File: src/rtl/brg_pkg.sv
package brg_pkg;

   // phase of the command parser
   typedef enum logic {
      PH_HUNT = 1'b0,
      PH_BODY = 1'b1
   } rx_phase_t;

   // phase of the reply serializer
   typedef enum logic {
      TX_IDLE = 1'b0,
      TX_SEND = 1'b1
   } tx_phase_t;

   // bytes of a frame outside the payload: header, opcode, address, trailer
   localparam int FRAME_OVERHEAD = 4;
   // offset of the first payload byte
   localparam int PAYLOAD_OFS    = 3;

endpackage

File: src/rtl/brg_rx_parser.sv
module brg_rx_parser
   import brg_pkg::*;
#(
   parameter int                BYTE_W   = 8,
   parameter int                ADDR_W   = 8,
   parameter int                DATA_W   = 32,
   parameter logic [BYTE_W-1:0] HDR_BYTE = 8'hAA,
   parameter logic [BYTE_W-1:0] TRL_BYTE = 8'hFF,
   parameter logic [BYTE_W-1:0] OP_WR    = 8'hF0,
   parameter logic [BYTE_W-1:0] OP_RD    = 8'h0F
) (
   input  logic              clk,
   input  logic              rst_n,
   input  logic [BYTE_W-1:0] in_byte,
   input  logic              in_fire,
   output logic              cmd_fire,
   output logic              cmd_rd,
   output logic [ADDR_W-1:0] cmd_addr,
   output logic [DATA_W-1:0] cmd_wdata
);

   localparam int NLANE     = DATA_W / BYTE_W;
   localparam int FRAME_LEN = NLANE + FRAME_OVERHEAD;
   localparam int IDX_W     = $clog2(FRAME_LEN);
   localparam logic [IDX_W-1:0] LAST_IDX = IDX_W'(FRAME_LEN - 1);
   localparam logic [IDX_W-1:0] OPC_IDX  = IDX_W'(1);
   localparam logic [IDX_W-1:0] ADR_IDX  = IDX_W'(2);

   rx_phase_t         phase_q;
   logic [IDX_W-1:0]  idx_q;
   logic [BYTE_W-1:0] opc_q;
   logic [BYTE_W-1:0] adr_q;
   logic              body_fire;
   logic              opc_known;

   assign body_fire = in_fire && (phase_q == PH_BODY);
   assign opc_known = (opc_q == OP_WR) || (opc_q == OP_RD);

   always_ff @(posedge clk) begin
      if (!rst_n) begin
         phase_q <= PH_HUNT;
         idx_q   <= '0;
      end else if (in_fire) begin
         if (phase_q == PH_HUNT) begin
            if (in_byte == HDR_BYTE) begin
               phase_q <= PH_BODY;
               idx_q   <= OPC_IDX;
            end
         end else if (idx_q == LAST_IDX) begin
            phase_q <= PH_HUNT;
            idx_q   <= '0;
         end else begin
            idx_q <= idx_q + 1'b1;
         end
      end
   end

   always_ff @(posedge clk) begin
      if (!rst_n) begin
         opc_q <= '0;
         adr_q <= '0;
      end else if (body_fire) begin
         if (idx_q == OPC_IDX) opc_q <= in_byte;
         if (idx_q == ADR_IDX) adr_q <= in_byte;
      end
   end

   // one capture register per payload lane, lane 0 is least significant
   for (genvar g = 0; g < NLANE; g++) begin : g_lane
      logic [BYTE_W-1:0] lane_q;
      always_ff @(posedge clk) begin
         if (!rst_n) begin
            lane_q <= '0;
         end else if (body_fire && idx_q == IDX_W'(PAYLOAD_OFS + g)) begin
            lane_q <= in_byte;
         end
      end
      assign cmd_wdata[g*BYTE_W +: BYTE_W] = lane_q;
   end

   assign cmd_fire = body_fire && (idx_q == LAST_IDX) &&
                     (in_byte == TRL_BYTE) && opc_known;
   assign cmd_rd   = (opc_q == OP_RD);
   assign cmd_addr = adr_q[ADDR_W-1:0];

endmodule

File: src/rtl/brg_bus_port.sv
module brg_bus_port #(
   parameter int ADDR_W = 8,
   parameter int DATA_W = 32
) (
   input  logic              clk,
   input  logic              rst_n,
   input  logic              cmd_fire,
   input  logic              cmd_rd,
   input  logic [ADDR_W-1:0] cmd_addr,
   input  logic [DATA_W-1:0] cmd_wdata,
   output logic              bus_req,
   output logic              bus_we,
   output logic [ADDR_W-1:0] bus_addr,
   output logic [DATA_W-1:0] bus_wdata,
   input  logic [DATA_W-1:0] bus_rdata,
   input  logic              bus_ack,
   output logic              rd_done,
   output logic [DATA_W-1:0] rd_word
);

   always_ff @(posedge clk) begin
      if (!rst_n) begin
         bus_req   <= 1'b0;
         bus_we    <= 1'b0;
         bus_addr  <= '0;
         bus_wdata <= '0;
      end else if (bus_req) begin
         if (bus_ack) bus_req <= 1'b0;
      end else if (cmd_fire) begin
         bus_req   <= 1'b1;
         bus_we    <= !cmd_rd;
         bus_addr  <= cmd_addr;
         bus_wdata <= cmd_rd ? '0 : cmd_wdata;
      end
   end

   assign rd_done = bus_req && bus_ack && !bus_we;
   assign rd_word = bus_rdata;

endmodule

File: src/rtl/brg_tx_framer.sv
module brg_tx_framer
   import brg_pkg::*;
#(
   parameter int                BYTE_W   = 8,
   parameter int                DATA_W   = 32,
   parameter logic [BYTE_W-1:0] HDR_BYTE = 8'hAA,
   parameter logic [BYTE_W-1:0] TRL_BYTE = 8'hFF
) (
   input  logic              clk,
   input  logic              rst_n,
   input  logic              load,
   input  logic [DATA_W-1:0] load_word,
   output logic [BYTE_W-1:0] out_byte,
   output logic              out_valid,
   input  logic              out_ready,
   output logic              active
);

   localparam int NLANE     = DATA_W / BYTE_W;
   localparam int FRAME_LEN = NLANE + FRAME_OVERHEAD;
   localparam int IDX_W     = $clog2(FRAME_LEN);
   localparam logic [IDX_W-1:0] LAST_IDX = IDX_W'(FRAME_LEN - 1);

   tx_phase_t         phase_q;
   logic [IDX_W-1:0]  idx_q;
   logic [DATA_W-1:0] word_q;
   logic [BYTE_W-1:0] sel;

   always_ff @(posedge clk) begin
      if (!rst_n) begin
         phase_q <= TX_IDLE;
         idx_q   <= '0;
         word_q  <= '0;
      end else if (phase_q == TX_IDLE) begin
         if (load) begin
            phase_q <= TX_SEND;
            idx_q   <= '0;
            word_q  <= load_word;
         end
      end else if (out_ready) begin
         if (idx_q == LAST_IDX) begin
            phase_q <= TX_IDLE;
            idx_q   <= '0;
         end else begin
            idx_q <= idx_q + 1'b1;
         end
      end
   end

   // offsets 1 and 2 carry zero filler
   always_comb begin
      sel = '0;
      if (idx_q == '0)       sel = HDR_BYTE;
      if (idx_q == LAST_IDX) sel = TRL_BYTE;
      for (int l = 0; l < NLANE; l++) begin
         if (idx_q == IDX_W'(PAYLOAD_OFS + l)) sel = word_q[l*BYTE_W +: BYTE_W];
      end
   end

   assign active    = (phase_q == TX_SEND);
   assign out_valid = active;
   assign out_byte  = sel;

endmodule

File: src/rtl/pkt_reg_bridge.sv
module pkt_reg_bridge #(
   parameter int                BYTE_W   = 8,
   parameter int                ADDR_W   = 8,
   parameter int                DATA_W   = 32,
   parameter logic [BYTE_W-1:0] HDR_BYTE = 8'hAA,
   parameter logic [BYTE_W-1:0] TRL_BYTE = 8'hFF,
   parameter logic [BYTE_W-1:0] OP_WR    = 8'hF0,
   parameter logic [BYTE_W-1:0] OP_RD    = 8'h0F
) (
   input  logic              clk,
   input  logic              rst_n,
   input  logic [BYTE_W-1:0] rx_data,
   input  logic              rx_valid,
   output logic              rx_ready,
   output logic [BYTE_W-1:0] tx_data,
   output logic              tx_valid,
   input  logic              tx_ready,
   output logic              bus_req,
   output logic              bus_we,
   output logic [ADDR_W-1:0] bus_addr,
   output logic [DATA_W-1:0] bus_wdata,
   input  logic [DATA_W-1:0] bus_rdata,
   input  logic              bus_ack
);

   if (DATA_W % BYTE_W != 0) begin : g_bad_lanes
      $error("DATA_W must be a whole number of bytes");
   end
   if (ADDR_W > BYTE_W) begin : g_bad_addr
      $error("address must fit in one frame byte");
   end
   if (OP_WR == OP_RD) begin : g_bad_ops
      $error("read and write opcodes must differ");
   end

   logic              in_fire;
   logic              cmd_fire;
   logic              cmd_rd;
   logic [ADDR_W-1:0] cmd_addr;
   logic [DATA_W-1:0] cmd_wdata;
   logic              rd_done;
   logic [DATA_W-1:0] rd_word;
   logic              tx_active;

   assign rx_ready = !(bus_req || tx_active);
   assign in_fire  = rx_valid && rx_ready;

   brg_rx_parser #(
      .BYTE_W(BYTE_W), .ADDR_W(ADDR_W), .DATA_W(DATA_W),
      .HDR_BYTE(HDR_BYTE), .TRL_BYTE(TRL_BYTE), .OP_WR(OP_WR), .OP_RD(OP_RD)
   ) u_parser (
      .clk      (clk),
      .rst_n    (rst_n),
      .in_byte  (rx_data),
      .in_fire  (in_fire),
      .cmd_fire (cmd_fire),
      .cmd_rd   (cmd_rd),
      .cmd_addr (cmd_addr),
      .cmd_wdata(cmd_wdata)
   );

   brg_bus_port #(
      .ADDR_W(ADDR_W), .DATA_W(DATA_W)
   ) u_bus (
      .clk      (clk),
      .rst_n    (rst_n),
      .cmd_fire (cmd_fire),
      .cmd_rd   (cmd_rd),
      .cmd_addr (cmd_addr),
      .cmd_wdata(cmd_wdata),
      .bus_req  (bus_req),
      .bus_we   (bus_we),
      .bus_addr (bus_addr),
      .bus_wdata(bus_wdata),
      .bus_rdata(bus_rdata),
      .bus_ack  (bus_ack),
      .rd_done  (rd_done),
      .rd_word  (rd_word)
   );

   brg_tx_framer #(
      .BYTE_W(BYTE_W), .DATA_W(DATA_W),
      .HDR_BYTE(HDR_BYTE), .TRL_BYTE(TRL_BYTE)
   ) u_framer (
      .clk      (clk),
      .rst_n    (rst_n),
      .load     (rd_done),
      .load_word(rd_word),
      .out_byte (tx_data),
      .out_valid(tx_valid),
      .out_ready(tx_ready),
      .active   (tx_active)
   );

endmodule

File: config.mk
export PLATFORM = sky130hd
export DESIGN_NAME = pkt_reg_bridge
export DESIGN_NICKNAME = d
export VERILOG_FILES = /design/src/rtl/brg_pkg.sv /design/src/rtl/brg_rx_parser.sv /design/src/rtl/brg_bus_port.sv /design/src/rtl/brg_tx_framer.sv /design/src/rtl/pkt_reg_bridge.sv
export SDC_FILE = /design/constraint.sdc
export NUM_CORES = 1
export LEC_CHECK = 0
export CORE_MARGIN = 4
export CORE_UTILIZATION = 24
export CTS_CLUSTER_SIZE = 10
export DETAILED_ROUTE_END_ITERATION = 12
export REMOVE_ABC_BUFFERS = 1
export SYNTH_ARGS = -nofsm -noshare
export SYNTH_HDL_FRONTEND = slang
export SYNTH_HIERARCHICAL = 1
export SYNTH_SLANG_ARGS = --single-unit
File: constraint.sdc
create_clock -name clk -period 2.9 [get_ports clk]
set_input_delay 0.58 -clock clk [delete_from_list [all_inputs] [get_ports clk]]
set_output_delay 0.58 -clock clk [all_outputs]
set_load 0.01 [all_outputs]
==> results of run 1 <==
-- synth_stat cells, types with 4 or more instances --
master,count,area (um2)
and3b_1,5,43.79
dfxtp_1,130,2603
ha_1,11,137.6
buf_4,41,307.8
a31oi_1,4,25.02
nand3b_1,39,292.8
nand2_1,138,518.0
a21boi_0,7,52.55
nor2b_1,13,81.33
buf_6,20,225.2
o21ai_0,20,100.1
mux2i_1,10,100.1
nand3_1,45,225.2
o21ai_1,9,45.04
inv_1,6,22.52
nand4_1,4,25.02
a21boi_1,67,503.0
buf_2,5,25.02
o21ai_2,20,175.2
clkbuf_1,12,45.04
nand2b_1,11,68.82
a21oi_1,6,30.03
-- worst paths after layout --
kind	to	slack, ns	cells after the start
max	tx_data[2]	0.09	6
min	u_bus/bus_wdata[27]$_SDFFE_PN0P_	0.45	2
max reg2reg	u_bus/bus_wdata[22]$_SDFFE_PN0P_	0.81	8
min reg2reg	u_bus/bus_wdata[27]$_SDFFE_PN0P_	0.45	2
-- layout by cell type, fill, tap and decap left out, drive strengths merged, types with 3 or more instances in the layout --
cell           count
nor4               3
dlymetal6s2s       4
and2               3
nand2b            11
a32o               3
clkinv             4
nand4              7
buf               14
nand2            139
nand4b             5
o21ai             49
nor2               3
nand3b            39
nor2b             14
dfxtp            130
nand3             49
clkbuf            18
a31oi              4
and3b              5
ha                11
clkdlybuf4s50     91
mux2i             10
inv               13
a21boi            77
a21oi              6
-- final cells by class --
type | count | area [um2] | area share (%)
sequential | 130 | 2605 | 34.19
timing repair buffer | 109 | 1091 | 14.32
clock inverter | 14 | 142.6 | 1.872
clock buffer | 18 | 439.2 | 5.764
inverter | 6 | 22.52 | 0.2956
tap | 330 | 412.9 | 5.419
multi-input combinational | 454 | 2907 | 38.14
-- registers in the layout, summed over array words and instances, names as in the netlist --
| signal | count |
|---|---|
| u_bus/bus_addr | 8 |
| u_bus/bus_req | 1 |
| u_bus/bus_wdata | 32 |
| u_bus/bus_we | 1 |
| u_framer/active | 1 |
| u_framer/idx_q | 3 |
| u_framer/word_q | 32 |
| u_parser/cmd_addr | 8 |
| u_parser/g_lane.lane_q | 32 |
| u_parser/idx_q | 3 |
| u_parser/opc_q | 8 |
| u_parser/phase_q | 1 |
-- routing by layer --
layer  global-route usage, %  vias to the layer above  share of wire (%)
met3                   2.818                        7                4.9
met1                   14.61                     2150                 49
met4                   2.752                        0               0.57
met2                   16.54                      101                 45
li1                        -                     2373                  -
met5                       0                        -                  0
-- report_power, final --
group	total, mW	leakage [nW]	switching (mW)	internal, mW
combinational	0.141	1.28	0.0648	0.0761
sequential	1.79	1.05	0.0000784	1.79
clock	2.12	0.282	0.891	1.23
-- through the flow --
step                instances  hold WS, ns  area [um2]  power [mW]
finish                   1061       0.4479        7620       4.048
global route             1061       0.4688        7620       4.195
CTS                      1061       0.4507        7592       4.102
detailed placement       1029       0.4433        7003       1.966
global placement         1029       0.4377        7003       1.967
floorplan                 590       0.4298        5500       1.858
-- worst max-delay path, delay by kind of cell, from the launching register on --
kind	cells	cell delay, ns
buf+inv	2	0.65
flops	1	0.35
simple gates	1	0.33
compound gates	2	0.26
fa+ha+maj	1	0.24
-- cell families after synthesis --
group / synth area share, %
fa+ha+maj: 2.243
compound gates: 17.37
flops: 42.41
mux: 1.631
buf+inv: 10.73
simple gates: 25.61
-- timing repair --
item,in CTS,in global routing
resized for setup,4,10
hold buffers,0,0
pin swaps,1,0
gates cloned,0,0
hold endpoints to repair,0,0
setup endpoints to repair,8,7
==> metrics.yaml, run 1 <==
yosys:
  yosysUniqueCellTypes: 53
  netlist_area_mm2: 0.006136
  async_flop_share_pct: 0
  syn_avg_cell_area_um2: 9.144
  synth-main-ff-cell: "dfxtp_1"
  yosysWarnings: 6
  syn_inst: 671
  synth_edf_count: 0
  seq_area_frac_synth_pct: 42.41
  synth-seq-cells: 130
timing:
  max_freq_ghz: 0.3559
  finalCritPeriodShare_pct: 96.88
  fin_skew_ns: 0.01502
  drv_slew: 0
  period_minus_slack_ns: 2.809
  setup_tns_ns: 0
  tightest_slew_ns: 0.6106
  final.setup.worst_slack_ns: 0.09058
  setup_viol: 0
  rsz0062_at_grt: "yes"
  slew_headroom_pct: 58.92
  hold_viol: 0
critical_path:
  cp_cell_sequence: "ha_2 -> buf_4 -> or2_2 -> a21oi_1 -> o21ai_1 -> clkdlybuf4s50_1"
  slowest_delay_ns: 0.48
  cp.arrival_ns: 2.23
  critPathLaunchType: "flop"
  r2r-start: "u_parser/idx_q[2]$_SDFFE_PN0P_"
  worstSetupEndpointType: "output port"
  crit_fanout: 7
  critPathSlowestCell: "clkdlybuf4s50_1"
  required_ns: 2.32
  cp-startpoint: "u_framer/idx_q[0]$_SDFFE_PN0P_"
  critPathKind: "flop to output port"
power_and_ir_drop:
  power.density_mw_per_mm2: 531.2
  p_leak_nw: 2.613
  vdd_drop_max_mv: 0.2988
outcome:
  status: "finished, final reports clean"
floorplanning:
  coreArea_mm2: 0.02518
  ioPinCount: 97
  dieArea_mm2: 0.02819
  die-width_um: 167.9
  die_h_um: 167.9
  start_util_pct: 24.37
  fp-row-count: 58
finish:
  area_growth_pct: 24.18
  fin_nets: 774
  drive_above_1_share_pct: 13.13
  utilization_pct: 30.26
  n_fill_cell: 2664
  num_antenna_cells: 0
clock_tree:
  clk_pin_slew_ns: 0.06
  worst_skew_pair.late_latency_ns: 0.42
  max-clock-path-buffers: 2
  htree_levels: 4
  clkSinkCount: 130
  numCtsBuffers: 17
  cts-root-buf: "clkbuf_16"
  cts_tree: "built"
  cts_setup_buffers: 0
global_route:
  grt_usage_pct: 10.61
  grt_pass1_vias: 4425
  grt_pass1_wl_um: 24320
  grt_max_degree: 54
  antenna_found_initial: 0
  overflow: 0
route:
  detail_route.vias_per_cell: 4.365
  ant_nets: 0
  vias: 4631
  avgRoutedWirePerCell_um: 14.20
  drt_iter0_markers: 204
  wl_um: 15070
  firstDrtPassIters: 5
  drc: 0
min_path:
  hold_class: "flop to flop"
  min_from: "u_bus/bus_wdata[27]$_SDFFE_PN0P_"
placed_design:
  numPortBuffers: 96
  gp_congestion: 0.7888
  place_worst_setup_slack_ns: 0.2892
  hpwl_um: 9992
job:
  drv_cap: 0
(Power assumes the default switching activity.)
==> inputs of run 2 (changes only) <==
- clock period: 2.9 -> 3.3 ns (I/O delays scaled with it)
==> run 2 against run 1 <==
Combinational power fell by 13%. Highest routed layer unchanged. Clock skew rose by 0.00087 ns. Design area fell by 0.72%. Sequential share of layout area rose by 0.22 points. Worst setup slack improved by 0.047 ns. Critical endpoint is now tx_data[5]. Largest power group unchanged. Die area did not move. First-iteration DRC count rose by 1.5%. Via count rose by 1.7%. Critical path depth did not move.
==> metrics.yaml, run 2 (synthesized netlist as in run 1, its figures left out) <==
outcome:
  status: "finished, final reports clean"
power_and_ir_drop:
  p_leak_nw: 2.573
  vdd_drop_max_mv: 0.2467
  power.density_mw_per_mm2: 470.4
floorplanning:
  ioPinCount: 97
  die_h_um: 167.9
  die-width_um: 167.9
  coreArea_mm2: 0.02518
  fp-row-count: 58
  start_util_pct: 24.37
  dieArea_mm2: 0.02819
global_route:
  grt_pass1_wl_um: 24460
  grt_usage_pct: 10.64
  grt_max_degree: 70
  overflow: 0
  antenna_found_initial: 0
  grt_pass1_vias: 4464
clock_tree:
  cts_resized: 0
  cts_tree: "built"
  numCtsBuffers: 17
  cts-root-buf: "clkbuf_16"
  worst_skew_pair.late_latency_ns: 0.42
  clk_pin_slew_ns: 0.06
  cts_setup_buffers: 0
  clkSinkCount: 130
  max-clock-path-buffers: 2
  htree_levels: 4
  cts_hold_buf: 0
critical_path:
  cp.arrival_ns: 2.50
  critPathKind: "flop to output port"
  reg2reg_depth: 8
  required_ns: 2.64
  r2r_end: "u_bus/bus_wdata[19]$_SDFFE_PN0P_"
  r2r_slack_ns: 1.17
  crit_fanout: 11
  r2r-start: "u_parser/idx_q[2]$_SDFFE_PN0P_"
  worstSetupEndpointType: "output port"
  critPathLaunchType: "flop"
placed_design:
  place_worst_setup_slack_ns: 0.5394
  gp_congestion: 0.7999
  placed_area_mm2: 0.006983
  hpwl_um: 10170
  numPortBuffers: 96
route:
  firstDrtPassIters: 4
  ant_nets: 0
  wl_um: 15080
  detail_route.vias_per_cell: 4.442
  avgRoutedWirePerCell_um: 14.23
  drc: 0
  drt_iter0_markers: 207
  vias: 4709
min_path:
  holdPathStages: 2
  min_from: "u_bus/bus_wdata[13]$_SDFFE_PN0P_"
  hold_end: "u_bus/bus_wdata[13]$_SDFFE_PN0P_"
  hold_class: "flop to flop"
timing:
  setup_viol: 0
  finalCritPeriodShare_pct: 95.84
  drv_slew: 0
  hold_viol: 0
  tightest_slew_ns: 0.5737
  period_minus_slack_ns: 3.163
  rsz0062_at_grt: "no"
  max_freq_ghz: 0.3162
  final.setup.worst_slack_ns: 0.1373
  fin_skew_ns: 0.01589
  slew_headroom_pct: 61.75
finish:
  area_growth_pct: 23.29
  utilization_pct: 30.04
  final_common_cell: "nand2_1"
  finalInstanceArea_mm2: 0.007565
  reg.largest.list: "u_bus/bus_wdata x32, u_framer/word_q x32, u_parser/g_lane.lane_q x32"
  num_antenna_cells: 0
  layout_common_cells: "nand2_1 (138), dfxtp_1 (130), clkdlybuf4s50_1 (95), a21boi_1 (67), nand3_1 (45)"
  drive_above_1_share_pct: 11.92
  fin_nets: 773
job:
  drv_cap: 0
==> run 2: worst max-delay path by stage <==
stage	start	end	slack (ns)
finish	u_framer/idx_q[0]$_SDFFE_PN0P_	tx_data[5]	0.14
global placement	rx_valid	u_bus/bus_wdata[19]$_SDFFE_PN0P_	0.62
CTS	u_framer/idx_q[0]$_SDFFE_PN0P_	tx_data[5]	0.14
detailed placement	rx_valid	u_bus/bus_wdata[19]$_SDFFE_PN0P_	0.54
floorplan	u_parser/opc_q[4]$_SDFFE_PN0P_	u_bus/bus_we$_SDFFE_PN0P_	-0.21
global route	u_framer/idx_q[0]$_SDFFE_PN0P_	tx_data[5]	0.02
==> run 2: critical path: stages, from the launching register on <==
cell and delay [ns]:
dfxtp_1 0.42, inv_1 0.09, ha_1 0.34, nand2b_1 0.25, a311oi_1 0.29, a311o_1 0.17, clkdlybuf4s50_1 0.54
==> run 2: layer usage <==
layer | up-vias | global-route usage (%) | part of all wire, %
li1 | 2366 | - | -
met1 | 2217 | 14.51 | 49
met2 | 113 | 16.63 | 45
met3 | 13 | 2.794 | 5.0
met4 | 0 | 3.035 | 0.79
met5 | - | 0 | 0
==> run 2: final cells by class <==
class | instances | area [um2]
Clock inverter | 14 | 142.6
Tap cell | 330 | 412.9
Multi-Input combinational cell | 454 | 2884
Clock buffer | 18 | 439.2
Timing Repair Buffer | 108 | 1061
Fill cell | 2676 | 17620
Sequential cell | 130 | 2603
Inverter | 6 | 22.52
==> run 2: report_power, final <==
part / internal (mW) / switching, mW / leakage (nW)
Sequential: 1.57 / 0.0000673 / 1.05
Combinational: 0.0663 / 0.0571 / 1.25
Clock: 1.08 / 0.785 / 0.276
==> run 2: stage by stage <==
stage	hold WS, ns	std cells	total power, mW	setup TNS [ns]
after global routing	0.4657	1060	3.682	0
after floorplan	0.4298	590	1.633	-5.994
after CTS	0.4538	1060	3.605	0
final	0.4495	1060	3.558	0
after detailed placement	0.4458	1028	1.727	0
after global placement	0.4369	1028	1.728	0
